--- config.mk ---
export PLATFORM = sky130hd
export DESIGN_NAME = xlat_fanout
export DESIGN_NICKNAME = d
export VERILOG_FILES = /design/src/rtl/xlat_fanout_pkg.sv /design/src/rtl/xlat_fanout_table.sv /design/src/rtl/xlat_fanout_addr.sv /design/src/rtl/xlat_fanout.sv
export SDC_FILE = /design/constraint.sdc
export NUM_CORES = 1
export LEC_CHECK = 0
export ABC_AREA = 1
export BUFFER_PORTS_ARGS = -buffer_cell sky130_fd_sc_hd__buf_2
export CORE_ASPECT_RATIO = 2
export CORE_MARGIN = 1.5
export CORE_UTILIZATION = 61
export DETAILED_ROUTE_END_ITERATION = 10
export GPL_TIMING_DRIVEN = 0
export PLACE_DENSITY = 0.95
export SLEW_MARGIN = 5
export SYNTH_ARGS = -nofsm -noshare
export SYNTH_HDL_FRONTEND = slang
export SYNTH_SLANG_ARGS = --single-unit
--- constraint.sdc ---
create_clock -name clk -period 26.3 [get_ports clk]
set_clock_uncertainty 0.05 [all_clocks]
set_input_delay 2.63 -clock clk [delete_from_list [all_inputs] [get_ports clk]]
set_output_delay 2.63 -clock clk [all_outputs]
set_load 0.005 [all_outputs]
--- src/rtl/xlat_fanout_pkg.sv ---
package xlat_fanout_pkg;
  typedef enum logic {
    FO_IDLE = 1'b0,
    FO_SEND = 1'b1
  } fo_state_e;
endpackage

--- src/rtl/xlat_fanout_table.sv ---
module xlat_fanout_table #(
  parameter int ADDR_W     = 32,
  parameter int BASE_SHIFT = 12,
  parameter int SLOTS      = 4,
  parameter int MAXM       = 4,
  parameter int PORTS      = 4
) (
  input  logic                            clk,
  input  logic                            rst,
  input  logic                            alloc_valid,
  output logic                            alloc_ready,
  input  logic [$clog2(MAXM+1)-1:0]       alloc_cnt,
  input  logic [MAXM*ADDR_W-1:0]          alloc_vaddr,
  input  logic [MAXM*$clog2(PORTS)-1:0]   alloc_port,
  input  logic [MAXM-1:0]                 alloc_pf,
  input  logic [ADDR_W-1:0]               lk_vaddr,
  output logic                            lk_busy,
  input  logic [ADDR_W-1:0]               find_vaddr,
  output logic                            find_hit,
  output logic [$clog2(SLOTS)-1:0]        find_slot,
  input  logic [$clog2(SLOTS)-1:0]        rd_slot,
  input  logic [$clog2(MAXM)-1:0]         rd_idx,
  output logic [ADDR_W-1:0]               rd_vaddr,
  output logic [$clog2(PORTS)-1:0]        rd_port,
  output logic                            rd_pf,
  output logic [$clog2(MAXM+1)-1:0]       rd_cnt,
  input  logic                            free_valid,
  input  logic [$clog2(SLOTS)-1:0]        free_slot
);
  localparam int SLOT_W = $clog2(SLOTS);
  localparam int CNT_W  = $clog2(MAXM+1);
  localparam int PORT_W = $clog2(PORTS);
  localparam int VPN_W  = ADDR_W - BASE_SHIFT;
  localparam int DEPTH  = SLOTS * MAXM;

  logic [SLOTS-1:0]  live_q;
  logic [VPN_W-1:0]  vpn_q  [SLOTS];
  logic [CNT_W-1:0]  cnt_q  [SLOTS];
  logic [ADDR_W-1:0] va_q   [DEPTH];
  logic [PORT_W-1:0] prt_q  [DEPTH];
  logic              pf_q   [DEPTH];
  logic [SLOT_W-1:0] new_slot;
  logic              take;

  always_comb begin
    alloc_ready = 1'b0;
    new_slot    = '0;
    for (int i = SLOTS - 1; i >= 0; i--) begin
      if (!live_q[i]) begin
        alloc_ready = 1'b1;
        new_slot    = SLOT_W'(i);
      end
    end
  end

  assign take = alloc_valid && alloc_ready;

  always_comb begin
    lk_busy   = 1'b0;
    find_hit  = 1'b0;
    find_slot = '0;
    for (int i = 0; i < SLOTS; i++) begin
      if (live_q[i] && vpn_q[i] == lk_vaddr[ADDR_W-1:BASE_SHIFT])
        lk_busy = 1'b1;
      if (live_q[i] && vpn_q[i] == find_vaddr[ADDR_W-1:BASE_SHIFT]) begin
        find_hit  = 1'b1;
        find_slot = SLOT_W'(i);
      end
    end
  end

  always_ff @(posedge clk) begin
    if (rst) begin
      live_q <= '0;
    end else begin
      if (free_valid) live_q[free_slot] <= 1'b0;
      if (take)       live_q[new_slot]  <= 1'b1;
    end
  end

  always_ff @(posedge clk) begin
    if (take) begin
      vpn_q[new_slot] <= alloc_vaddr[VPN_W-1+BASE_SHIFT:BASE_SHIFT];
      cnt_q[new_slot] <= alloc_cnt;
      for (int m = 0; m < MAXM; m++) begin
        va_q[int'(new_slot)*MAXM+m]  <= alloc_vaddr[m*ADDR_W +: ADDR_W];
        prt_q[int'(new_slot)*MAXM+m] <= alloc_port[m*PORT_W +: PORT_W];
        pf_q[int'(new_slot)*MAXM+m]  <= alloc_pf[m];
      end
    end
  end

  assign rd_vaddr = va_q[int'(rd_slot)*MAXM + int'(rd_idx)];
  assign rd_port  = prt_q[int'(rd_slot)*MAXM + int'(rd_idx)];
  assign rd_pf    = pf_q[int'(rd_slot)*MAXM + int'(rd_idx)];
  assign rd_cnt   = cnt_q[rd_slot];
endmodule

--- src/rtl/xlat_fanout_addr.sv ---
module xlat_fanout_addr #(
  parameter int ADDR_W = 32
) (
  input  logic                      leader,
  input  logic [ADDR_W-1:0]         base_paddr,
  input  logic [$clog2(ADDR_W)-1:0] shift,
  input  logic [ADDR_W-1:0]         member_vaddr,
  output logic [ADDR_W-1:0]         paddr
);
  logic [ADDR_W-1:0] low_mask;

  assign low_mask = ~({ADDR_W{1'b1}} << shift);
  assign paddr    = leader ? base_paddr
                           : ((base_paddr & ~low_mask) | (member_vaddr & low_mask));
endmodule

--- src/rtl/xlat_fanout.sv ---
module xlat_fanout
  import xlat_fanout_pkg::*;
#(
  parameter int ADDR_W     = 32,
  parameter int BASE_SHIFT = 12,
  parameter int SLOTS      = 4,
  parameter int MAXM       = 4,
  parameter int PORTS      = 4,
  parameter int LVL_W      = 2,
  localparam int CNT_W     = $clog2(MAXM+1),
  localparam int PORT_W    = $clog2(PORTS),
  localparam int SHIFT_W   = $clog2(ADDR_W)
) (
  input  logic                     clk,
  input  logic                     rst,
  input  logic                     alloc_valid,
  output logic                     alloc_ready,
  input  logic [CNT_W-1:0]         alloc_cnt,
  input  logic [MAXM*ADDR_W-1:0]   alloc_vaddr,
  input  logic [MAXM*PORT_W-1:0]   alloc_port,
  input  logic [MAXM-1:0]          alloc_pf,
  input  logic [ADDR_W-1:0]        lk_vaddr,
  output logic                     lk_busy,
  input  logic                     rsp_valid,
  output logic                     rsp_ready,
  input  logic [ADDR_W-1:0]        rsp_vaddr,
  input  logic [ADDR_W-1:0]        rsp_paddr,
  input  logic [SHIFT_W-1:0]       rsp_shift,
  input  logic                     rsp_uc,
  input  logic                     rsp_ok,
  input  logic [LVL_W-1:0]         rsp_level,
  input  logic [ADDR_W-1:0]        rsp_vbase,
  input  logic [ADDR_W-1:0]        rsp_pbase,
  output logic [PORTS-1:0]         out_valid,
  input  logic [PORTS-1:0]         out_ready,
  output logic [ADDR_W-1:0]        out_paddr,
  output logic                     out_uc,
  output logic                     out_ok,
  output logic [LVL_W-1:0]         out_level,
  output logic [ADDR_W-1:0]        out_vbase,
  output logic [ADDR_W-1:0]        out_pbase,
  output logic                     out_leader,
  output logic                     out_pop,
  output logic                     err
);
  localparam int SLOT_W = $clog2(SLOTS);
  localparam int MIDX_W = $clog2(MAXM);

  fo_state_e         st_q;
  logic [SLOT_W-1:0] slot_q;
  logic [MIDX_W-1:0] idx_q;
  logic [ADDR_W-1:0] pa_q, vb_q, pb_q;
  logic [SHIFT_W-1:0] sh_q;
  logic              uc_q, ok_q, err_q;
  logic [LVL_W-1:0]  lvl_q;

  logic              find_hit;
  logic [SLOT_W-1:0] find_slot;
  logic [ADDR_W-1:0] rd_vaddr;
  logic [PORT_W-1:0] rd_port;
  logic              rd_pf;
  logic [CNT_W-1:0]  rd_cnt;
  logic              sending, fire, last, rsp_take;

  assign sending   = (st_q == FO_SEND);
  assign rsp_ready = !sending;
  assign rsp_take  = rsp_valid && rsp_ready;
  assign fire      = sending && out_ready[rd_port];
  assign last      = (CNT_W'(idx_q) + CNT_W'(1)) == rd_cnt;

  xlat_fanout_table #(
    .ADDR_W(ADDR_W), .BASE_SHIFT(BASE_SHIFT), .SLOTS(SLOTS),
    .MAXM(MAXM), .PORTS(PORTS)
  ) table_i (
    .clk(clk), .rst(rst),
    .alloc_valid(alloc_valid), .alloc_ready(alloc_ready),
    .alloc_cnt(alloc_cnt), .alloc_vaddr(alloc_vaddr),
    .alloc_port(alloc_port), .alloc_pf(alloc_pf),
    .lk_vaddr(lk_vaddr), .lk_busy(lk_busy),
    .find_vaddr(rsp_vaddr), .find_hit(find_hit), .find_slot(find_slot),
    .rd_slot(slot_q), .rd_idx(idx_q),
    .rd_vaddr(rd_vaddr), .rd_port(rd_port), .rd_pf(rd_pf), .rd_cnt(rd_cnt),
    .free_valid(fire && last), .free_slot(slot_q)
  );

  xlat_fanout_addr #(.ADDR_W(ADDR_W)) addr_i (
    .leader(idx_q == '0), .base_paddr(pa_q), .shift(sh_q),
    .member_vaddr(rd_vaddr), .paddr(out_paddr)
  );

  always_ff @(posedge clk) begin
    if (rst) begin
      st_q   <= FO_IDLE;
      slot_q <= '0;
      idx_q  <= '0;
      err_q  <= 1'b0;
    end else begin
      if (rsp_take) begin
        if (find_hit) begin
          st_q   <= FO_SEND;
          slot_q <= find_slot;
          idx_q  <= '0;
        end else begin
          err_q <= 1'b1;
        end
      end
      if (fire) begin
        if (last) begin
          st_q  <= FO_IDLE;
          idx_q <= '0;
        end else begin
          idx_q <= idx_q + MIDX_W'(1);
        end
      end
    end
  end

  always_ff @(posedge clk) begin
    if (rsp_take && find_hit) begin
      pa_q  <= rsp_paddr;
      sh_q  <= rsp_shift;
      uc_q  <= rsp_uc;
      ok_q  <= rsp_ok;
      lvl_q <= rsp_level;
      vb_q  <= rsp_vbase;
      pb_q  <= rsp_pbase;
    end
  end

  assign out_valid  = sending ? (PORTS'(1) << rd_port) : '0;
  assign out_uc     = uc_q;
  assign out_ok     = ok_q;
  assign out_level  = lvl_q;
  assign out_vbase  = vb_q;
  assign out_pbase  = pb_q;
  assign out_leader = (idx_q == '0);
  assign out_pop    = !rd_pf;
  assign err        = err_q;
endmodule

==> impl_results.md, run 1 <==
* Hold-fix buffers, CTS at 0
* Outcome: did not finish
* Gr usage total at 0.674
* Sequential area share after synthesis at 0.709
* Synth Warn # at 0
* Die W at 156 um
* EDFF count, synth at between 600 and 700
* Root buffer cell: clkbuf_16
* CTS resizes at 0
* Clock Tree Buf Depth at 3
* Die height at just over 300 um
* Failing step: 5_1_grt
* Post-synthesis register bit count at approximately 680
* Ys flop type: edfxtp_1
* Syn Inst Count at 2,376
* Number of global-route vias before repair at 28.9k
* Sink Count at ~680
* Dpl hpwl at 99,500 um
* First-pass GRT wire length at 223,000 um
* CTS Buf Count at 54
* Max H-tree Level at 2
* Top cells by area, synth: edfxtp_1 (70%), o21ai_0 (5.0%), nor2_1 (4.1%)
* # IOs at 430
* PortBufs at 393
* Yosys cell types at 46
* Post-CTS Setup Bufs at 0
* Count leader, synth: edfxtp_1
* Area of the mapped netlist at roughly 28,000 sq um
* Largest net degree at the start of global routing at approximately 120
* Synth top area share at 0.701
* Routability cong. at 1.12
* Placed insts at 3,445
* Synth top cells by count: edfxtp_1 (665), nor2_1 (313), nand2_1 (298)
* Total grt overflow at 108
* Syn nets at 2,698
* Syn avg cell area at 12.0 sq um
* Asr flop ratio synth at 0
* Placed instance area at 31,800 sq um
* Row count at 111
* Stop Error: [ERROR GRT-0116] Global routing finished with congestion. Check the congestion regions in the DRC Viewer.
* Initial Util at 0.620
* Largest area contributor in the netlist: edfxtp_1
kinds of logic after synthesis:
| kind of cell | after synthesis | share of synthesized area |
|---|---|---|
| fa+ha+maj | 2 | 0.000878 |
| xor+xnor | 57 | 0.0175 |
| compound gates | 614 | 0.123 |
| simple gates | 760 | 0.110 |
| mux | 1 | 0.000395 |
| buf+inv | 265 | 0.0394 |
| flops | 677 | 0.709 |
metrics by stage:
step | utilization | setup slack (ps)
4_1_cts | 0.729 | 18420
3_5_place_dp | 0.692 | 18490
3_3_place_gp | 0.680 | 1710
2_1_floorplan | - | 9440
routing by layer:
layer	global-route usage	overflow
met1	0.650	1
met5	0.0549	0
met2	0.903	55
met4	0.740	49
met3	0.440	3
==> run 2: changes to the inputs <==
--- a/config.mk
+++ b/config.mk
@@ -7,12 +7,11 @@
 export LEC_CHECK = 0
 export ABC_AREA = 1
 export BUFFER_PORTS_ARGS = -buffer_cell sky130_fd_sc_hd__buf_2
-export CORE_ASPECT_RATIO = 2
 export CORE_MARGIN = 1.5
-export CORE_UTILIZATION = 61
+export CORE_UTILIZATION = 40
 export DETAILED_ROUTE_END_ITERATION = 10
 export GPL_TIMING_DRIVEN = 0
-export PLACE_DENSITY = 0.95
+export PLACE_DENSITY_LB_ADDON = 0.15
 export SLEW_MARGIN = 5
 export SYNTH_ARGS = -nofsm -noshare
 export SYNTH_HDL_FRONTEND = slang
==> run 2 against run 1 <==
  * The flow now finishes without violations
  * Synthesized area is the same
  * Synthesized cell count is the same
==> impl_results.md, run 2 <==
* Syn nets at 2,698 (unchanged)
* Biggest register: table_i.va_q
* Worst relative slew slack at 0.0843
* PortBufs at 393 (unchanged)
* Number of flip-flops in the largest register at between 400 and 500
* Compound-Gate Fraction of Synth Area at 0.123 (unchanged)
* Most frequent cells in the layout: edfxtp_1 (665), buf_2 (439), nor2_1 (312)
* Wire per inst at 31.5 um
* Clock latency on the worst-skew pair at 650 ps
* Outcome: finished clean
* Dpl hpwl at 92,300 um (-7.3%)
* Hold EP: err$_SDFFE_PP0P_
* Worst slew pin tran at 1370 ps
* Unrepaired setup endpoints after global routing: false
* Sequential area share after synthesis at 0.709 (unchanged)
* CTS tree: done
* Place WS at 18,990 ps (+508 ps)
* Hold WC Path Type: reg -> reg
* Count leader, synth: edfxtp_1
* Final setup viols at 0
* Die height at 270 um (-13%)
* Largest regs: table_i.va_q: 460 flops, table_i.vpn_q: 40 flops
* Largest area contributor in the netlist: edfxtp_1
* CP dominant cell by count: nor2_1
* PnR worst setup slack at roughly 19,000 ps
* Synth top area share at 0.701 (unchanged)
* Post-layout util at 0.493
* Worst setup path category: reg -> out
* Main combinational cell family by area after synthesis: compound AO/OA/AOI/OAI gates
* Max H-tree Level at 3 (+1)
* Routability cong. at 1.00 (-11%)
* Core Region at ~70,000 sq um
* Critical path startpoint category: flip-flop
* Hold-fix buffers, CTS at 0 (unchanged)
* R2r startpoint: table_i.va_q[12][14]$_DFFE_PP_
* Final number of max-transition violations at 0
* Crit path max-delay family: simple AND/OR/NAND/NOR gates
* Asr flop ratio synth at 0 (unchanged)
* Row count at 97 (-13%)
* Pwr Density at 69.0 nW/um^2
* Final worst path period need at between 7000 and 8000 ps
* Antenna violations before repair at 13
* Post-CTS Setup Bufs at 0 (unchanged)
* Total grt overflow at 0
* Period utilization at 0.287
* Largest net degree at the start of global routing at 106
* WHS Path Cells at 2
* CTS Buf Count at 75 (+39%)
* Critical path endpoint category: output pin
* Reg2Reg Setup Slack at around 23,000 ps
* Post-synthesis register bit count at 677 (unchanged)
* Syn avg cell area at 12.0 sq um (unchanged)
* Finished Cell Area at 34,700 sq um
* Vias at 22.7k
* Sink Count at 677 (unchanged)
* Final wirelength at 123,000 um
* Number of global-route vias before repair at 22.3k
* Final Hold Fails at 0
* Clock Tree Buf Depth at 3 (unchanged)
* First-pass DRT Iterations at 5
* Max-cap violations at 0
* Initial Util at 0.406 (-0.214)
* Synth Warn # at 0 (unchanged)
* Root buffer cell: clkbuf_16
* Multiplexer share of the synthesized area at 0.000395 (unchanged)
* Reg2reg path depth at 10
* # IOs at 430 (unchanged)
* Arrival time at the worst endpoint at 4870 ps
* Maximum fanout along the worst path at 10
* Area of the mapped netlist at 28,500 sq um (unchanged)
* Die W at 270 um (+73%)
* Crit path max-delay cell type: nor2_1
* Slowest stage delay, CP at between 600 and 700 ps
* Final setup TNS at 0 ps
* DRT antenna net count at 0
* Residual DRC at 0
* R2r endpoint: out_vbase[17]$_DFFE_PP_
* First-pass GRT wire length at 169,000 um
* Adder-Cell Fraction of Synth Area at 0.000878 (unchanged)
* Top cells by area, synth: edfxtp_1 (70%), o21ai_0 (5.0%), nor2_1 (4.1%)
* Buf+Inv Stages, Crit Path at 7
* Max Clk Rate at 132 MHz
* Syn Inst Count at 2,376 (unchanged)
* Ys flop type: edfxtp_1
* Yosys cell types at 46 (unchanged)
* VDD IR-drop max at 0.0000518 V
* Post-synthesis xor/xnor area fraction at 0.0175 (unchanged)
* Gr usage total at 0.331
* Synth top cells by count: edfxtp_1 (665), nor2_1 (313), nand2_1 (298)
* Critical path, cell by cell: inv_2 > buf_6 > buf_6 > buf_2 > buf_2 > ha_1 > nor2_1 > inv_1 > nor2_1 > nand2_1 > nor2_1 > nor2_1 > a21oi_1 > buf_2
* Non-filler cells in the finished layout at 3,905
* EDFF count, synth at 665 (unchanged)
* Most common cell after layout, fill and taps aside: edfxtp_1
* Leakage at between 10 and 15 nW
* Layout cell share with drive strength beyond 1 at 0.218
* Placed insts at 3,768 (+9.4%)
* CTS resizes at 0 (unchanged)
* Area Overhead vs Synth at 21.6%
* Post-Synth Simple-Gate Area at 0.110 (unchanged)
* DR vias/cell at between 5 and 6
* Min-delay src: err$_SDFFE_PP0P_
* Placed instance area at 32,300 sq um (+1.4%)
* Nets@finish at 3,227
* Clk pin slew, worst setup/hold paths at 60 ps
* DRT iter0 DRCs at between 2k and 3k
* Die area at 72,900 sq um
* Crit path required time at ~24,000 ps
run 2: worst max-delay path by stage:
stage	start	to	slack (ps)	depth (start not counted)
after detailed placement	lk_vaddr[31]	lk_busy	18990	7
after floorplan	alloc_valid	table_i.cnt_q[3][0]$_DFFE_PP_	9440	2
after global placement	alloc_valid	table_i.va_q[12][7]$_DFFE_PP_	-690	3
after CTS	idx_q[0]$_SDFFE_PP0P_	out_paddr[28]	18790	14
after global routing	idx_q[0]$_SDFFE_PP0P_	out_paddr[30]	18590	14
final	idx_q[0]$_SDFFE_PP0P_	out_paddr[28]	18750	14
run 2: metrics by stage:
step | hold slack [ps] | total power, mW
CTS | 458 | 2.40
floorplan | 410 | 1.31
global placement | 440 | 1.39
finish | 457 | 2.39
global route | 469 | 2.45
detailed placement | 440 | 1.38
run 2: layout make-up:
type / count / area, sq um
repair buffers: 452 / 2560
well taps: 940 / 1180
multi-input cells: 1434 / 7190
clock inverters: 44 / 462
inverters: 153 / 582
fillers: 6327 / 35600
clock buffers: 89 / 1930
flip-flops and latches: 677 / 20200
diodes: 4 / 10.0
plain buffers: 112 / 549
run 2: logic make-up (layout without fill, tap and decap cells):
logic type / Yosys count / count (layout)
AND/OR/NAND/NOR: 760 / 760
adder cells (fa/ha/maj): 2 / 2
XOR/XNOR: 57 / 57
multiplexers: 1 / 1
other: 0 / 4
AO/OA/AOI/OAI: 614 / 614
flip-flops: 677 / 677
buffers and inverters: 265 / 850
run 2: tightest hold or removal path, delay by kind of cell, from the launching register on:
kind | cells | cell delay [ps]
AO/OA/AOI/OAI | 1 | 50
flip-flops | 1 | 350
AND/OR/NAND/NOR | 1 | 70
run 2: power by group:
| part | switching [mW] | total (mW) | internal [mW] |
|---|---|---|---|
| clock | 0.451 | 1.03 | 0.580 |
| sequential | 0.0135 | 1.23 | 1.22 |
| combinational | 0.0879 | 0.128 | 0.0400 |
run 2: routing by layer:
| layer | track usage | routed length [um] | vias to the layer above |
|---|---|---|---|
| li1 | - | - | 9732 |
| met2 | 0.524 | 56600 | 1474 |
| met4 | 0.175 | 6860 | 8 |
| met1 | 0.432 | 47700 | 11200 |
| met5 | 0 | 43 | - |
| met3 | 0.0646 | 11700 | 261 |
Power figures use the tool's default switching activity.
==> run 3: changes to the inputs <==
--- a/config.mk
+++ b/config.mk
@@ -5,7 +5,7 @@
 export SDC_FILE = /design/constraint.sdc
 export NUM_CORES = 1
 export LEC_CHECK = 0
-export ABC_AREA = 1
+export ABC_AREA = 0
 export BUFFER_PORTS_ARGS = -buffer_cell sky130_fd_sc_hd__buf_2
 export CORE_MARGIN = 1.5
 export CORE_UTILIZATION = 40
==> constraint.sdc (replaced) <==
create_clock -name clk -period 7.44 [get_ports clk]
set_clock_uncertainty 0.05 [all_clocks]
set_input_delay 0.744 -clock clk [delete_from_list [all_inputs] [get_ports clk]]
set_output_delay 0.744 -clock clk [all_outputs]
set_load 0.005 [all_outputs]
==> run 3 against run 2 <==
  * Combinational power increased to 2.6 times the previous value
  * Non-clock buffer count is 85 lower
  * First-iteration DRC count fell by 58%
  * Hold slack lost 220 ps
  * Wire length decreased by 38%
  * Critical path depth fell by 1
  * Synthesized area down 4.8%
  * Via count is 36% lower
  * Sequential share of layout area rose by 2.5 points
  * Synthesized cell count fell by 46%
  * Global-route usage decreased by 11 points
==> impl_results.md, run 3 <==
* Worst slew pin tran at 1150 ps (-228 ps)
* Sequential share of power at 0.522 (+0.006)
* Finished Cell Area at 33,300 sq um (-4.0%)
* Max H-tree Level at 3 (unchanged)
* CTS Buf Count at 76 (+1.3%)
* Hold-fix buffers, CTS at 0 (unchanged)
* Biggest register: table_i.va_q
* Dpl hpwl at 56,200 um (-39%)
* Placed instance area at 30,800 sq um (-4.4%)
* Sequential area share after synthesis at 0.745 (+0.0354)
* Die W at 264 um (-2.4%)
* Largest regs: table_i.va_q: 460 flops, table_i.vpn_q: 40 flops
* Synth Warn # at 0 (unchanged)
* Max-cap violations at 0 (unchanged)
* Nets@finish at 2,091 (-35%)
* Top cells by area, synth: edfxtp_1 (74%), mux4_2 (14%), xnor2_1 (4.2%)
* DR vias/cell at 5.36 (-7.6%)
* CTS resizes at 0 (unchanged)
* Placed insts at 2,564 (-32%)
* First-pass DRT Iterations at 7 (+2)
* Die area at 69,400 sq um (-4.7%)
* R2r startpoint: table_i.va_q[8][22]$_DFFE_PP_
* Yosys cell types at 45 (-2.2%)
* Crit path required time at 6650 ps (-16,970 ps)
* Register area at 20,200 sq um (unchanged)
* Place WS at 1960 ps (-17,030 ps)
* VDD IR-drop max at 0.000154 V (+200%)
* Worst relative slew slack at 0.236 (+0.152)
* Clock latency on the worst-skew pair at 620 ps (-30 ps)
* Root buffer cell: clkbuf_16
* Power Total at 8.29 mW (+250%)
* Syn Inst Count at 1,288 (-46%)
* Reg2reg path depth at 8 (-2)
* Initial Util at 0.404 (-0.00136)
* Unrepaired setup endpoints after global routing: false
* # IOs at 430 (unchanged)
* Switching Power at 1.73 mW (+210%)
* Final worst path period need at 6200 ps
* DRT iter0 DRCs at 1,221 (-58%)
* PnR worst setup slack at 1240 ps (-17,510 ps)
* Most frequent cells in the layout: edfxtp_1 (665), buf_2 (389), mux4_2 (170)
* Post-synthesis register bit count at 677 (unchanged)
* Hold EP: pa_q[10]$_DFFE_PP_
* Die height at 264 um (-2.4%)
* Syn avg cell area at 21.1 sq um (+76%)
* Final setup viols at 0 (unchanged)
* Final number of max-transition violations at 0 (unchanged)
* Residual DRC at 0 (unchanged)
* Vias at 14.5k (-36%)
* Net Sw Frac at 0.208 (-0.0224)
* Critical path startpoint category: flip-flop
* Total grt overflow at 0 (unchanged)
* Post-layout util at 0.495 (+0.00198)
* First-pass GRT wire length at 108,000 um (-36%)
* Ys flop type: edfxtp_1
* Syn nets at 1,610 (-40%)
* Layout cell share with drive strength beyond 1 at 0.403 (+0.186)
* Non-filler cells in the finished layout at 2,706 (-31%)
* WHS Path Cells at 1 (-1)
* Clock Power Share at 0.438 (+0.007)
* Wire per inst at 28.0 um (-11%)
* Sink Count at 677 (unchanged)
* Max Clk Rate at 161 MHz
* Clk pin slew, worst setup/hold paths at 60 ps (about the same)
* R2r endpoint: out_pbase[25]$_DFFE_PP_
* Critical path endpoint category: output pin
* Count leader, synth: edfxtp_1
* Multi-input gate area at 6640 sq um (-7.7%)
* Synth top cells by count: edfxtp_1 (665), mux4_2 (170), xnor2_1 (131)
* Largest area contributor in the netlist: edfxtp_1
* Arrival time at the worst endpoint at 5410 ps (+540 ps)
* Min-delay src: rsp_paddr[10]
* Final Hold Fails at 0 (unchanged)
* Pwr Density at 249 nW/um^2 (+260%)
* Area Overhead vs Synth at 22.5%
* Maximum fanout along the worst path at 10 (unchanged)
* Final wirelength at 75,600 um (-38%)
* Most common cell after layout, fill and taps aside: edfxtp_1
* CTS tree: done
* Largest net degree at the start of global routing at 31 (-71%)
* DRT antenna net count at 0 (unchanged)
* Post-CTS Setup Bufs at 0 (unchanged)
* Outcome: finished clean
* Asr flop ratio synth at 0 (unchanged)
* Hold WC Path Type: in -> reg
* Number of flip-flops in the largest register at 460 (unchanged)
* Filler Cell Count at 5,581 (-12%)
* PortBufs at 372 (-5.3%)
* Row count at 95 (-2.1%)
* Antenna violations before repair at 29 (+16)
* Gr usage total at 0.220 (-0.111)
* Number of global-route vias before repair at 15.2k (-32%)
* Worst setup path category: reg -> out
* Logic pwr share at 0.040 (-0.013)
* Routability cong. at 0.884 (-12%)
* Final setup TNS at 0 ps (unchanged)
* Area of the mapped netlist at 27,100 sq um (-4.8%)
* Hold Worst Slack at 239 ps (-218 ps)
* Clock Tree Buf Depth at 3 (unchanged)
* Synth top area share at 0.736 (+0.0349)
* EDFF count, synth at 665 (unchanged)
* Period utilization at 0.834
* Core Region at 67,200 sq um (-4.4%)
* Pint at 6.56 mW (+260%)
* Leakage at 11.0 nW (-15%)
* Reg2Reg Setup Slack at 3730 ps (-19,220 ps)
[run 3: changes by cell type in the layout (fill, tap and decap cells not counted), sizes merged, moves of 21 or more]
cell   delta
o21ai   -301
nor2    -292
nand2   -290
mux4    +171
inv     -140
o22ai   -118
a21oi   -102
buf      -97
xnor2    +95
nand3    -53
mux2     +29
nor3     -21
[run 3: power by group through the flow]
stage / sequential (mW) / clock [mW] / combinational [mW]
detailed placement: 4.40 / 0 / 0.335
global route: 4.33 / 3.86 / 0.361
global placement: 4.43 / 0 / 0.306
floorplan: 4.40 / 0 / 0.144
CTS: 4.32 / 3.71 / 0.337
finish: 4.32 / 3.63 / 0.334
[run 3: worst max-delay path by stage]
stage / end / startpoint / slack [ps]
2_1_floorplan: table_i.cnt_q[2][0]$_DFFE_PP_ / alloc_valid / 70
3_3_place_gp: table_i.va_q[9][24]$_DFFE_PP_ / alloc_valid / -4100
3_5_place_dp: out_paddr[30] / idx_q[0]$_SDFFE_PP0P_ / 1960
4_1_cts: out_paddr[30] / idx_q[0]$_SDFFE_PP0P_ / 1270
5_1_grt: out_paddr[30] / idx_q[0]$_SDFFE_PP0P_ / 870
6_report: out_paddr[30] / idx_q[0]$_SDFFE_PP0P_ / 1240
[run 3: worst max-delay path, stage by stage (launching register included)]
cell,delay (ps)
dfxtp_1,380
buf_6,210
buf_4,320
buf_2,400
inv_2,160
ha_1,380
clkbuf_1,250
nand2b_1,180
clkbuf_1,200
nor2_1,810
nand2_1,280
nor2_1,630
mux2_2,410
buf_2,130
[run 3: per-layer routing]
layer	share of wire	track usage	up-vias	wire, um
met5	0.0027	0	-	205
met4	0.018	0.0558	34	1390
met3	0.080	0.0559	118	6020
met2	0.49	0.360	571	37000
met1	0.41	0.294	7522	31100
li1	-	-	6266	-
[run 3: layout make-up]
class                   instances  area share
flip-flops and latches        677       0.608
diodes                          6    0.000451
clock inverters                41      0.0126
clock buffers                  95      0.0599
inverters                       8    0.000903
multi-input cells             527       0.200
plain buffers                  76     0.00967
well taps                     873      0.0328
repair buffers                403      0.0765
[run 3: kinds of logic after synthesis]
family | after synthesis | synth area share
XOR/XNOR | 163 | 0.0526
multiplexers | 206 | 0.156
AO/OA/AOI/OAI | 40 | 0.00931
adder cells (fa/ha/maj) | 2 | 0.000922
AND/OR/NAND/NOR | 116 | 0.0233
flip-flops | 677 | 0.745
buffers and inverters | 84 | 0.0130
